<file path="config.mk">
export PLATFORM = sky130hd
export DESIGN_NAME = seg_lin_addr_unit
export DESIGN_NICKNAME = d
export VERILOG_FILES = /design/src/rtl/seg_lau_pkg.sv /design/src/rtl/seg_file.sv /design/src/rtl/seg_addr_path.sv /design/src/rtl/sp_reg.sv /design/src/rtl/seg_lin_addr_unit.sv
export SDC_FILE = /design/constraint.sdc
export NUM_CORES = 1
export LEC_CHECK = 0
export BUFFER_PORTS_ARGS = -buffer_cell sky130_fd_sc_hd__buf_2
export CAP_MARGIN = 10
export CORE_UTILIZATION = 40
export DETAILED_ROUTE_END_ITERATION = 10
export HOLD_SLACK_MARGIN = 0.03
export PLACE_DENSITY = 0.57
export SYNTH_ARGS = -nofsm -noshare
export SYNTH_HDL_FRONTEND = slang
export SYNTH_SLANG_ARGS = --single-unit
</file>
<file path="constraint.sdc">
create_clock -name clk -period 15.13 [get_ports clk]
set_clock_uncertainty 0.15 [all_clocks]
set_input_delay 0.7565 -clock clk [delete_from_list [all_inputs] [get_ports clk]]
set_output_delay 0.7565 -clock clk [all_outputs]
set_load 0.005 [all_outputs]
</file>
<file path="src/rtl/seg_lau_pkg.sv">
// Shared constants for the segment linear address unit.
// Assumes mode encoding 00 legacy, 01 compatibility, 1x 64-bit.
package seg_lau_pkg;
    typedef enum logic [1:0] {
        MODE_LEGACY = 2'b00,
        MODE_COMPAT = 2'b01,
        MODE_LONG   = 2'b10,
        MODE_LONG_X = 2'b11
    } cpu_mode_e;

    localparam int unsigned LONG_BIT = 1;
    localparam logic [2:0]  SEG_FS   = 3'd4;
    localparam logic [2:0]  SEG_GS   = 3'd5;

    // True when the mode word selects 64-bit operation.
    function automatic logic mode_is_long(input logic [1:0] m);
        return m[LONG_BIT];
    endfunction
endpackage

</file>
<file path="src/rtl/seg_file.sv">
// Hidden base/limit storage for the segment registers.
// Assumes indices at or above NUM_SEG address no register: loads to them
// are dropped and reads report rd_hit = 0. Reads see the pre-edge value.
module seg_file #(
    parameter int unsigned NUM_SEG = 6,
    parameter int unsigned IDX_W   = 3,
    parameter int unsigned BASE_W  = 64,
    parameter int unsigned LIM_W   = 32
) (
    input  logic              clk,
    input  logic              rst_n,
    input  logic              ld_en,
    input  logic [IDX_W-1:0]  ld_seg,
    input  logic [BASE_W-1:0] ld_base,
    input  logic [LIM_W-1:0]  ld_limit,
    input  logic [IDX_W-1:0]  rd_seg,
    output logic [BASE_W-1:0] rd_base,
    output logic [LIM_W-1:0]  rd_limit,
    output logic              rd_hit
);
    logic [BASE_W-1:0] base_q  [NUM_SEG];
    logic [LIM_W-1:0]  limit_q [NUM_SEG];

    for (genvar g = 0; g < NUM_SEG; g++) begin : g_seg
        localparam logic [IDX_W-1:0] MY_IDX = IDX_W'(g);
        // Hold one segment's hidden fields; flat model on reset.
        always_ff @(posedge clk) begin
            if (!rst_n) begin
                base_q[g]  <= '0;
                limit_q[g] <= '1;
            end else if (ld_en && ld_seg == MY_IDX) begin
                base_q[g]  <= ld_base;
                limit_q[g] <= ld_limit;
            end
        end
    end

    // Select the hidden fields of the requested segment.
    always_comb begin
        rd_base  = '0;
        rd_limit = '1;
        rd_hit   = 1'b0;
        for (int i = 0; i < NUM_SEG; i++) begin
            if (rd_seg == IDX_W'(i)) begin
                rd_base  = base_q[i];
                rd_limit = limit_q[i];
                rd_hit   = 1'b1;
            end
        end
    end
endmodule

</file>
<file path="src/rtl/seg_addr_path.sv">
// Mode-dependent linear address formation with a zero-base bypass and
// expand-up limit check; result registered one cycle after the request.
// Assumes rd_* come combinationally from the segment file for req_seg.
module seg_addr_path
    import seg_lau_pkg::*;
#(
    parameter int unsigned ADDR_W = 64,
    parameter int unsigned NARR_W = 32,
    parameter int unsigned IDX_W  = 3
) (
    input  logic              clk,
    input  logic              rst_n,
    input  logic [1:0]        mode,
    input  logic              req_valid,
    input  logic [IDX_W-1:0]  req_seg,
    input  logic [ADDR_W-1:0] req_off,
    input  logic [ADDR_W-1:0] rd_base,
    input  logic [NARR_W-1:0] rd_limit,
    input  logic              rd_hit,
    output logic              rsp_valid,
    output logic [ADDR_W-1:0] rsp_addr,
    output logic              rsp_fault
);
    localparam int unsigned PAD_W = ADDR_W - NARR_W;

    logic              is_long;
    logic              keeps_base;
    logic [ADDR_W-1:0] eff_base;
    logic [ADDR_W-1:0] off_m;
    logic [ADDR_W-1:0] sum_full;
    logic [ADDR_W-1:0] sum_m;
    logic              base_zero;
    logic [ADDR_W-1:0] lin_d;
    logic              fault_d;

    // Pick the base that takes effect under the current mode.
    always_comb begin
        is_long    = mode_is_long(mode);
        keeps_base = (req_seg == IDX_W'(SEG_FS)) || (req_seg == IDX_W'(SEG_GS));
        if (!rd_hit)
            eff_base = '0;
        else if (is_long)
            eff_base = keeps_base ? rd_base : '0;
        else
            eff_base = {{PAD_W{1'b0}}, rd_base[NARR_W-1:0]};
    end

    // Form the address: bypass when the base is zero, else add and truncate.
    always_comb begin
        off_m     = is_long ? req_off : {{PAD_W{1'b0}}, req_off[NARR_W-1:0]};
        base_zero = (eff_base == '0);
        sum_full  = off_m + eff_base;
        sum_m     = is_long ? sum_full : {{PAD_W{1'b0}}, sum_full[NARR_W-1:0]};
        lin_d     = base_zero ? off_m : sum_m;
        fault_d   = !rd_hit || (!is_long && (req_off[NARR_W-1:0] > rd_limit));
    end

    // Register the response one cycle after the request.
    always_ff @(posedge clk) begin
        if (!rst_n) begin
            rsp_valid <= 1'b0;
            rsp_addr  <= '0;
            rsp_fault <= 1'b0;
        end else begin
            rsp_valid <= req_valid;
            if (req_valid) begin
                rsp_addr  <= lin_d;
                rsp_fault <= fault_d;
            end
        end
    end
endmodule

</file>
<file path="src/rtl/sp_reg.sv">
// Stack pointer register with mode-aware narrow writes.
// Assumes a narrow write zero-extends only in 64-bit mode.
module sp_reg
    import seg_lau_pkg::*;
#(
    parameter int unsigned SP_W   = 64,
    parameter int unsigned NARR_W = 32
) (
    input  logic            clk,
    input  logic            rst_n,
    input  logic [1:0]      mode,
    input  logic            wr_en,
    input  logic            wr_wide,
    input  logic [SP_W-1:0] wr_data,
    output logic [SP_W-1:0] sp_q
);
    localparam int unsigned HI_W = SP_W - NARR_W;

    logic [HI_W-1:0] hi_d;

    // Choose the upper half for the next write.
    always_comb begin
        if (wr_wide)
            hi_d = wr_data[SP_W-1:NARR_W];
        else if (mode_is_long(mode))
            hi_d = '0;
        else
            hi_d = sp_q[SP_W-1:NARR_W];
    end

    // Update the stack pointer on a write strobe.
    always_ff @(posedge clk) begin
        if (!rst_n)
            sp_q <= '0;
        else if (wr_en)
            sp_q <= {hi_d, wr_data[NARR_W-1:0]};
    end
endmodule

</file>
<file path="src/rtl/seg_lin_addr_unit.sv">
// Top of the segment linear address unit: segment file, address path and
// stack pointer. Assumes callers keep loads and requests within one cycle.
module seg_lin_addr_unit #(
    parameter int unsigned ADDR_W  = 64,
    parameter int unsigned NARR_W  = 32,
    parameter int unsigned NUM_SEG = 6,
    parameter int unsigned IDX_W   = 3
) (
    input  logic              clk,
    input  logic              rst_n,
    input  logic [1:0]        cpu_mode,
    input  logic              ld_en,
    input  logic [IDX_W-1:0]  ld_seg,
    input  logic [ADDR_W-1:0] ld_base,
    input  logic [NARR_W-1:0] ld_limit,
    input  logic              req_valid,
    input  logic [IDX_W-1:0]  req_seg,
    input  logic [ADDR_W-1:0] req_off,
    output logic              rsp_valid,
    output logic [ADDR_W-1:0] rsp_addr,
    output logic              rsp_fault,
    input  logic              sp_wr_en,
    input  logic              sp_wr_wide,
    input  logic [ADDR_W-1:0] sp_wr_data,
    output logic [ADDR_W-1:0] sp_q
);
    logic [ADDR_W-1:0] rd_base;
    logic [NARR_W-1:0] rd_limit;
    logic              rd_hit;

    seg_file #(
        .NUM_SEG(NUM_SEG), .IDX_W(IDX_W), .BASE_W(ADDR_W), .LIM_W(NARR_W)
    ) seg_file_i (
        .clk(clk), .rst_n(rst_n),
        .ld_en(ld_en), .ld_seg(ld_seg), .ld_base(ld_base), .ld_limit(ld_limit),
        .rd_seg(req_seg), .rd_base(rd_base), .rd_limit(rd_limit), .rd_hit(rd_hit)
    );

    seg_addr_path #(
        .ADDR_W(ADDR_W), .NARR_W(NARR_W), .IDX_W(IDX_W)
    ) addr_path_i (
        .clk(clk), .rst_n(rst_n), .mode(cpu_mode),
        .req_valid(req_valid), .req_seg(req_seg), .req_off(req_off),
        .rd_base(rd_base), .rd_limit(rd_limit), .rd_hit(rd_hit),
        .rsp_valid(rsp_valid), .rsp_addr(rsp_addr), .rsp_fault(rsp_fault)
    );

    sp_reg #(
        .SP_W(ADDR_W), .NARR_W(NARR_W)
    ) sp_reg_i (
        .clk(clk), .rst_n(rst_n), .mode(cpu_mode),
        .wr_en(sp_wr_en), .wr_wide(sp_wr_wide), .wr_data(sp_wr_data),
        .sp_q(sp_q)
    );
endmodule

</file>
* After elaboration in Yosys (flattened, before gate mapping)
Memories as Yosys holds them, arrays and structs flattened. Index checks and enable logic that the tools add are counted.
Storage, ports and cells: register bits after elaboration 130, RAM bits 576, logic and storage cells 104, memories kept 2
Cells by class: add/sub/neg operators 1, magnitude comparators 1, equality and inequality tests 10, muxes and demuxes 57, bitwise gates (word level) 12, reductions and logical operators 16
Memory list:
- seg_file_i.base_q | words 6, bits a word 64, read ports 6, clocked after memory_dff 0, write ports 6, RTL line seg_file.sv:21 | logic [BASE_W-1:0] base_q [NUM_SEG];
- seg_file_i.limit_q | words 6, bits a word 32, read ports 6, clocked after memory_dff 0, write ports 6, RTL line seg_file.sv:22 | logic [LIM_W-1:0] limit_q [NUM_SEG];
Operator list (number):
- $mux W64 | 18
- $mux W32 | 14
- $add A64 B64 Y64 | 1
- $logic_not A64 Y1 | 1
- $gt A32 B32 Y1 | 1
- $mux W1 | 25
- $eq A3 B2 Y1 const B | 4
- $eq A3 B3 Y1 const B | 4
- $or A1 B1 Y1 | 12
- $logic_and A1 B1 Y1 | 7
- $eq A3 B1 Y1 const B | 2
- $logic_not A3 Y1 | 2
- $logic_not A1 Y1 | 2
- $logic_or A1 B1 Y1 | 2
- $reduce_and A2 Y1 | 1
- $reduce_bool A2 Y1 | 1

* Logic depth before layout (Yosys ltp)
Gate-level depths: netlist of the first run.
depth after elaboration 13, depth in mapped cells 22, mapped depth without buffers 17

* Modules after synthesis
A second synthesis of the first run with hierarchy kept.
Unflattened totals: cells, all modules 3231, area, all modules 37046.8 µm²
Modules (own cells, without submodules):
- seg_file | times used 1, cells an instance 1813, area an instance 26125.1 µm²
- seg_addr_path | times used 1, cells an instance 1171, area an instance 8226.6 µm²
- sp_reg | times used 1, cells an instance 247, area an instance 2695.1 µm²

* Least setup slack after synthesis of the first run
No wires, ideal clock.
path kind input to register, start input ld_seg[2], end memory seg_file_i.base_q[0][0], enable pin, arrival time 5.675 ns, required time 14.398 ns, setup slack 8.723 ns, stages on the path 2, cell sequence nand2b_1 o31ai_1
RTL lines:
- start, declared | RTL line seg_lin_addr_unit.sv:13 | input logic [IDX_W-1:0] ld_seg,
- end, declared | RTL line seg_file.sv:21

* Worst setup path in the final report of the first run
start input req_seg[1], end register addr_path_i.rsp_addr[52]
Between the ends: word-level cells in the longest chain between the ends 13, elaborated cells on any way between the ends 26, those cells by class 1 x add/sub; 5 x eq/ne; 17 x mux; 3 x reduce/logical
Ends and longest elaborated chain:
- start, declared | RTL line seg_lin_addr_unit.sv:17 | input logic [IDX_W-1:0] req_seg,
- $logic_not A3 Y1 | RTL line seg_file.sv:44 | if (rd_seg == IDX_W'(i)) begin
- $mux W64 (6 in a row) | RTL line seg_file.sv:44
- $mux W64 | RTL line seg_addr_path.sv:43 | eff_base = keeps_base ? rd_base : '0;
- $mux W64 | RTL line seg_addr_path.sv:42 | else if (is_long)
- $mux W64 (*) | RTL line seg_addr_path.sv:40 | if (!rd_hit)
- $add A64 B64 Y64 | RTL line seg_addr_path.sv:52 | sum_full = off_m + eff_base;
- $mux W64 | RTL line seg_addr_path.sv:53 | sum_m = is_long ? sum_full : {{PAD_W{1'b0}}, sum_full[NARR_W-1:0]};
- $mux W64 (*) | RTL line seg_addr_path.sv:54 | lin_d = base_zero ? off_m : sum_m;
- end signal, assigned | RTL line seg_addr_path.sv:67 | rsp_addr <= lin_d;
- end, declared | RTL line seg_addr_path.sv:21 | output logic [ADDR_W-1:0] rsp_addr,
Every way passes the cells marked *; elsewhere a longest branch is shown, timed or not. A chain may end at the register's enable or synchronous reset.

==> reports/results.ini, run 1 <==
[run_status]
status = complete, no violations

[sta]
fmax_ghz = 0.152
tns_ns = 0
min_period_ns = 6.59
fin_crit_sh = 0.436
worst_pin_slew_ns = 1.27
finalHoldViolCount = 0
relSlewSlack = 0.151
drv_slew = 0
setup_viol = 0
rsz0062_at_grt = false

[clock_network]
clk_pin_slew_ns = 0.06
clockBufferDepth = 3
cts_max_level = 3
cts_buffers = 67
cts_setup_buffers = 0
clock_sinks = 578
hold_buffers = 0
cts_tree = built
clock-root-buffer = clkbuf_16
insertion_delay_ns = 0.62
cts_resized = 0

[die]
die_w_um = 276
coreArea_um2 = 74300
initial_utilization = 0.404
num_rows = 100
die_h_um = 276
ios = 368
dieArea_um2 = 76200

[power]
sw_frac_of_total = 0.258
p_total_mw = 4.05
leakagePower_nw = 13.7
p_sw_mw = 1.04
seqPwrFrac = 0.457
clockPowerShare = 0.408
p_per_area_nw_per_um2 = 116
p_comb_frac = 0.135
intPower_mw = 3.01
ir_drop_v = 0.0000654

[setup_path]
slowest_stage = o21ai_0
path_buf_inv = 5
end_kind = register
path_cells = buf_2 > buf_4 > nand2b_2 > buf_4 > nor2_1 > a21oi_1 > inv_1 > ha_1 > inv_1 > fa_1 > nor2b_1 > o211ai_1 > a21oi_1 > nor2_1 > o31ai_1 > a31oi_1 > o41a_1 > o21ai_0 > nor4b_1 > o31a_1
cpLargestDelayFamily = compound AO/OA/AOI/OAI gates
critPathKind = in -> reg
startpoint_type = primary input
critPathArrivalTime_ns = 6.93
required_ns = 15.47
path_max_fanout = 32
max_stage_delay_ns = 0.82

[grt]
grt_overflow = 0
grt_max_degree = 65
grt_pass1_vias = 22449
antenna_found_initial = 16
grt_usage = 0.254
grt_pass1_wl_um = 145000

[detailed_routing]
drc = 0
drt-initial-drc-count = 1802
dr.pass1.iters = 5
vias = 22474
viasPerCell = 5.66
ant_nets = 0
post_drt_wl_per_cell_um = 24.8
routed_wl_um = 98400

[final_layout]
final_area_um2 = 35000
drive_gt1_frac = 0.209
nNetsFinal = 3276
synthToLayoutAreaGrowth_pct = 16.6

[yosys]
synthesis.area_um2 = 30000
synth_nets = 2984
ys_ff_latch = 578
synth_edf_count = 448
synthFlopType = edfxtp_1
seq_area_frac_synth = 0.535
synth.distinct_cells = 74
synthArstFlopShare = 0
syn_avg_cell_area_um2 = 11.3
syn_inst = 2650
yosys_warnings = 0

[place]
place_hpwl_um = 67700
place_area_um2 = 32700
io_buffers = 366
gp_congestion = 0.960

[min_path]
hp-class = in -> reg

[flow_run]
maxCapViolations = 0

==> tightest hold or removal path, stage by stage <==
cell and delay, ns:
buf_2 0.07, mux2i_1 0.05, nor2_1 0.07
==> logic make-up (layout without fill, tap and decap cells) <==
group,Yosys count,in the layout,share of synthesized area
fa+ha+maj,96,96,0.0402
buf+inv,214,558,0.0294
compound gates,490,490,0.109
other cells,0,5,0
flops,578,578,0.535
xor+xnor,50,50,0.0146
simple gates,1015,1015,0.181
mux,207,207,0.0912
==> through the flow <==
stage	hold slack [ns]	utilization	setup slack, ns	std cells
2_1_floorplan	0.299	-	8.72	2650
3_3_place_gp	0.315	0.440	8.09	3842
3_5_place_dp	0.321	0.440	8.06	3842
4_1_cts	0.208	0.471	8.68	3963
5_1_grt	0.239	0.471	8.36	3964
6_report	0.241	0.471	8.54	3968
==> cells in the final DEF (no fill, tap or decap), drive strengths merged, types with 12 or more instances in the layout <==
cell,n
a21o,42
a21oi,112
a22oi,37
a311oi,27
a31oi,14
and2,292
buf,407
clkbuf,94
clkinv,20
dfxtp,130
edfxtp,448
ha,95
inv,32
mux2,33
mux2i,124
mux4,50
nand2,177
nand2b,41
nand3,12
nand4,31
nor2,203
nor3,17
nor4,21
o21a,14
o21ai,98
o21bai,20
o221ai,14
o22a,13
o22ai,22
or3,166
xnor2,33
xor2,17
==> synth_stat cells (37+ instances only) <==
cell type / number / share of area
mux2i_1: 124 / 0.041
or3_1: 166 / 0.035
nand2b_1: 41 / 0.0085
a21oi_1: 112 / 0.019
a22oi_1: 37 / 0.0092
mux4_2: 50 / 0.037
edfxtp_1: 448 / 0.45
dfxtp_1: 130 / 0.087
clkbuf_1: 144 / 0.018
and2_1: 292 / 0.061
nor2_1: 203 / 0.025
a21o_1: 42 / 0.010
ha_1: 95 / 0.040
nand2_1: 177 / 0.022
o21ai_0: 94 / 0.016
==> power groups by stage <==
stage,Combinational (mW),Clock [mW],Sequential (mW)
after floorplan,0.322,0,1.88
after global placement,0.542,0,1.88
after detailed placement,0.548,0,1.89
after CTS,0.550,1.68,1.85
after global routing,0.594,1.75,1.86
final,0.549,1.65,1.85
==> routing by layer <==
metal,vias up,routed length [µm],global-route usage
li1,10452,-,-
met1,11094,41300,0.321
met2,771,48100,0.437
met3,139,6720,0.0529
met4,18,2140,0.0709
met5,-,124,0
==> state kept, by name (all words and copies together) (netlist names) <==
signal,flops
seg_file_i.limit_q,192
seg_file_i.base_q,256
sp_reg_i.sp_q,64
addr_path_i.rsp_valid,1
addr_path_i.rsp_addr,64
addr_path_i.rsp_fault,1
==> cell type report <==
| type | count | area [µm²] |
|---|---|---|
| diodes | 5 | 12.5 |
| clock buffers | 94 | 1990 |
| clock inverters | 27 | 282 |
| fillers | 6887 | 39300 |
| inverters | 30 | 115 |
| multi-input cells | 1858 | 13200 |
| flip-flops and latches | 578 | 16100 |
| well taps | 969 | 1210 |
| repair buffers | 407 | 2150 |
==> worst paths after layout <==
path	from	endpoint	depth (start not counted)	slack, ns
worst max-delay path	req_seg[1]	addr_path_i.rsp_addr[52]	20	8.54
worst min register to register	addr_path_i.rsp_addr[42]	addr_path_i.rsp_addr[42]	2	0.32
worst max register to register	seg_file_i.base_q[1][64]	addr_path_i.rsp_addr[52]	17	9.63
worst min-delay path	sp_wr_data[11]	sp_reg_i.sp_q[11]	3	0.24
No activity file was read; power rests on OpenSTA's default activity.
==> run 2: changes to the inputs <==
- PLACE_DENSITY: 0.57 -> 0.6
- clock period: 15.13 -> 5.9 ns (I/O delays scaled with it)
==> run 2 against run 1 <==
Against the previous run: register-to-register slack worse by 9.2 ns; final cell count up 6.2%; critical path depth down 1; non-clock buffer count up 254; global-route usage up 0.35 points; wire length up 1.9%; largest cell class unchanged; worst setup slack worse by 8.1 ns; highest routed layer unchanged.
==> reports/results.ini, run 2 (same netlist as run 1, synthesis figures left out) <==
[run_status]
status = complete, no violations

[setup_path]
required_ns = 6.31
critPathKind = reg -> reg
path_max_fanout = 3
startpoint_type = register
critPathArrivalTime_ns = 5.85
end_kind = register

[min_path]
hp-class = in -> reg

[detailed_routing]
viasPerCell = 5.60
dr.pass1.iters = 6
drc = 0
routed_wl_um = 100000
ant_nets = 0
post_drt_wl_per_cell_um = 23.8
drt-initial-drc-count = 1882
vias = 23609

[power]
p_comb_frac = 0.152
p_sw_mw = 2.67
p_total_mw = 10.3
clockPowerShare = 0.387
sw_frac_of_total = 0.260
intPower_mw = 7.62
leakagePower_nw = 14.7
ir_drop_v = 0.000254
p_per_area_nw_per_um2 = 276
seqPwrFrac = 0.462

[place]
dpl.cell_count = 3862
gp_congestion = 0.929
io_buffers = 366
place_hpwl_um = 68500

[clock_network]
cts_resized = 0
cts_max_level = 2
cts_buffers = 61
clock_sinks = 578
cts_tree = built
clockBufferDepth = 3
insertion_delay_ns = 0.65
clock-root-buffer = clkbuf_16
clk_pin_slew_ns = 0.07

[final_layout]
largest_reg_flops = 256
top_register = seg_file_i.base_q
synthToLayoutAreaGrowth_pct = 24.3
layout_common_cells = edfxtp_1, buf_2, and2_1
drive_gt1_frac = 0.196
final_cells = 4213
nNetsFinal = 3524
top_regs = seg_file_i.base_q: 256 flops, seg_file_i.limit_q: 192 flops
final_common_cell = edfxtp_1

[sta]
tns_ns = 0
fin_crit_sh = 0.922
min_period_ns = 5.44
setup_viol = 0
relSlewSlack = 0.176
fmax_ghz = 0.184
rsz0062_at_grt = false
finalHoldViolCount = 0
worst_pin_slew_ns = 1.24
drv_slew = 0

[grt]
grt_max_degree = 70
antenna_found_initial = 7
grt_pass1_vias = 23982
grt_overflow = 0
grt_usage = 0.257
grt_pass1_wl_um = 149000

[die]
ios = 368
coreArea_um2 = 74300
initial_utilization = 0.404
die_w_um = 276
num_rows = 100
dieArea_um2 = 76200
die_h_um = 276

[flow_run]
maxCapViolations = 0

## run 2: cell types whose count changed in the layout (fill, tap and decap cells not counted), sizes merged
cell and change:
clkinv +2, clkinvlp +2, clkbuf -14, diode -3, dlygate4sd3 +234, bufinv +4
buf +20
## run 2: stage by stage
stage	utilization	worst slack [ns]	hold slack, ns	cell area, µm²
CTS	0.502	0.514	0.0354	37300
global route	0.502	0.103	0.0585	37300
floorplan	-	0.0808	0.276	30000
global placement	0.443	0.614	0.319	32900
detailed placement	0.443	0.450	0.315	32900
finish	0.502	0.460	0.0604	37300
## run 2: path summary, 6_finish.rpt
kind | startpoint | to | slack (ns) | depth (start not counted)
worst max-delay path | seg_file_i.base_q[1][64] | addr_path_i.rsp_addr[54] | 0.46 | 19
worst min-delay path | rst_n | addr_path_i.rsp_valid | 0.06 | 3
worst max register to register | seg_file_i.base_q[1][64] | addr_path_i.rsp_addr[54] | 0.46 | 19
worst min register to register | addr_path_i.rsp_addr[43] | addr_path_i.rsp_addr[43] | 0.33 | 2
## run 2: power groups by stage
stage | Sequential (mW) | Clock (mW) | Combinational [mW]
final | 4.75 | 3.98 | 1.56
after global routing | 4.77 | 4.21 | 1.68
after CTS | 4.75 | 4.04 | 1.55
after detailed placement | 4.83 | 0 | 1.42
after global placement | 4.82 | 0 | 1.40
after floorplan | 4.83 | 0 | 0.826
## run 2: what timing repair did
item                       CTS  global route
hold endpoints to repair   565             0
setup endpoints to repair    0             0
hold buffers               234             0
buffers inserted             0             0
## run 2: layer usage
metal	vias to the layer above	share of wire	GRT usage
li1	10937	-	-
met1	11678	0.42	0.335
met2	847	0.49	0.440
met3	137	0.067	0.0486
met4	10	0.022	0.0629
met5	-	0.00068	0
## run 2: worst max-delay path: stages (launching register included)
cell	delay, ns
edfxtp_1	0.35
or2_2	0.27
mux4_2	0.46
a21oi_1	0.39
inv_1	0.09
ha_1	0.24
inv_1	0.09
fa_1	0.21
nor2b_1	0.07
o211ai_1	0.24
a21oi_1	0.22
nor3_1	0.54
o22ai_1	0.22
o21ai_0	0.26
nor3b_1	0.33
buf_4	0.18
xnor2_1	0.13
mux2i_1	0.11
a211oi_1	0.23
dlygate4sd3_1	0.57
## run 2: area by class of cell
class,instances,area [µm²]
fill,6624,37000
antenna,2,5.00
clock buffer,80,1650
clock inverter,35,415
multi-input combinational,1858,13200
sequential,578,16100
timing repair buffer,661,4690
tap,969,1210
inverter,30,115
==> run 3: changes to the inputs <==
- BUFFER_PORTS_ARGS: -buffer_cell sky130_fd_sc_hd__buf_2 -> default
- DONT_BUFFER_PORTS: default -> 1
- PLACE_DENSITY: 0.6 -> 0.55
==> run 3 against run 2 <==
Against the previous run: global-route usage increased by 0.39 points; via count decreased by 5.1%; non-clock buffer count decreased by 348; largest cell class unchanged.
==> reports/results.ini, run 3 (same netlist as run 1, synthesis figures left out) <==
[run_status]
status = complete, no violations

[detailed_routing]
drc = 0
routed_wl_um = 101000
vias = 22411
drt-initial-drc-count = 1871
dr.pass1.iters = 6
ant_nets = 0
viasPerCell = 5.78
post_drt_wl_per_cell_um = 26.2

[sta]
worst_pin_slew_ns = 1.16
drv_slew = 0
finalHoldViolCount = 0
relSlewSlack = 0.229
setup_viol = 0
fmax_ghz = 0.183
fin_crit_sh = 0.925
min_period_ns = 5.46
tns_ns = 0
rsz0062_at_grt = false
fin_hold_ws_ns = 0.0488

[setup_path]
critPathKind = reg -> reg
cpLargestDelayFamily = simple AND/OR/NAND/NOR gates
crit_cells = 18
endpoint = addr_path_i.rsp_addr[58]
worst-r2r-setup-slack_ns = 0.44
critPathArrivalTime_ns = 5.86
required_ns = 6.30
path_cells = or2_2 > mux4_2 > a21oi_1 > inv_1 > ha_1 > inv_1 > fa_1 > nor2b_1 > o211ai_1 > a21oi_1 > nor3_2 > o22ai_1 > o21ai_0 > nor3b_1 > nor2_1 > or3_1 > a31oi_1 > dlygate4sd3_1
reg2reg_from = seg_file_i.base_q[1][64]
startpoint_type = register
critPathLaunch = seg_file_i.base_q[1][64]
slowest_stage = dlygate4sd3_1
max_stage_delay_ns = 0.56
r2r-end = addr_path_i.rsp_addr[58]
path_max_fanout = 4
end_kind = register
r2r_cells = 18
path_buf_inv = 3

[die]
die_w_um = 276
coreArea_um2 = 74300
die_h_um = 276
ios = 368
initial_utilization = 0.404
num_rows = 100
dieArea_um2 = 76200

[power]
leakagePower_nw = 13.1
p_per_area_nw_per_um2 = 284
ir_drop_v = 0.000200

[grt]
grt_max_degree = 176
grt_usage = 0.261
grt_pass1_vias = 22159
grt_pass1_wl_um = 149000
antenna_found_initial = 5
grt_overflow = 0

[clock_network]
cts_buffers = 68
insertion_delay_ns = 0.61
clockBufferDepth = 3
clock-root-buffer = clkbuf_16
cts_tree = built
cts_max_level = 3
clk_pin_slew_ns = 0.06
clock_sinks = 578

[final_layout]
num-fill-cells = 6690
nNetsFinal = 3183
synthToLayoutAreaGrowth_pct = 19.2
top_regs = seg_file_i.base_q: 256 flops, seg_file_i.limit_q: 192 flops
final_common_cell = edfxtp_1
top_register = seg_file_i.base_q
drive_gt1_frac = 0.0878
largest_reg_flops = 256
layout_common_cells = edfxtp_1, and2_1, dlygate4sd3_1

[place]
io_buffers = 0
place_hpwl_um = 65200
gp_congestion = 0.917

[min_path]
hp-class = in -> reg

[flow_run]
maxCapViolations = 0

-- run 3: worst min path at each step --
stage                                     endpoint  cells past startpoint         from
final                            sp_reg_i.sp_q[56]                      4   sp_wr_wide
after global placement    addr_path_i.rsp_addr[54]                      1    req_valid
after floorplan           addr_path_i.rsp_addr[36]                      2  req_off[36]
after CTS                 addr_path_i.rsp_addr[28]                      4  req_off[28]
after global routing             sp_reg_i.sp_q[52]                      4   sp_wr_wide
after detailed placement  addr_path_i.rsp_addr[54]                      1    req_valid
-- run 3: final cells by class --
type                            instances  area [µm²]  area share
Tap cell                              969        1210      0.0339
Timing Repair Buffer                  313        3090      0.0863
Antenna cell                            4        10.0    0.000280
Clock buffer                           90        1870      0.0522
Sequential cell                       578       16100       0.448
Inverter                               30         115     0.00321
Clock inverter                         34         260     0.00727
Multi-Input combinational cell       1858       13200       0.369
-- run 3: power breakdown --
group	total (mW)	internal, mW	leakage, nW	switching, mW
Combinational	1.34	0.566	6.64	0.776
Clock	4.06	2.33	1.04	1.73
Sequential	4.78	4.66	5.46	0.128
-- run 3: metal layers --
metal / routed length, µm / part of all wire / vias up / track usage
met1: 42200 / 0.42 / 11116 / 0.335
met4: 2550 / 0.025 / 2 / 0.0728
met3: 7930 / 0.078 / 144 / 0.0629
met5: 13 / 0.00013 / - / 0
li1: - / - / 10277 / -
met2: 48700 / 0.48 / 872 / 0.438
-- run 3: per-stage QoR --
| step | util | cell area, µm² | setup WS [ns] | instances | power [mW] |
|---|---|---|---|---|---|
| 2_1_floorplan | - | 30000 | 0.0808 | 2650 | 5.65 |
| 3_5_place_dp | 0.416 | 30900 | 0.803 | 3475 | 5.97 |
| 6_report | 0.482 | 35800 | 0.441 | 3876 | 10.2 |
| 5_1_grt | 0.482 | 35800 | 0.123 | 3874 | 10.5 |
| 4_1_cts | 0.481 | 35700 | 0.316 | 3869 | 10.2 |
| 3_3_place_gp | 0.416 | 30900 | 0.820 | 3475 | 5.95 |
-- run 3: worst reg2reg max path, delay by kind of cell, from the launching register on --
family          cells  cell delay [ns]
compound gates      6             1.32
fa+ha+maj           2             0.45
buf+inv             3             0.79
flops               1             0.36
mux                 1             0.48
simple gates        6             1.84
-- run 3: what timing repair did --
item,CTS,global route
setup buffers,0,0
endpoints found under the setup margin,0,1
resized for setup,0,1
endpoints found under the hold margin,607,6
hold buffers,270,2
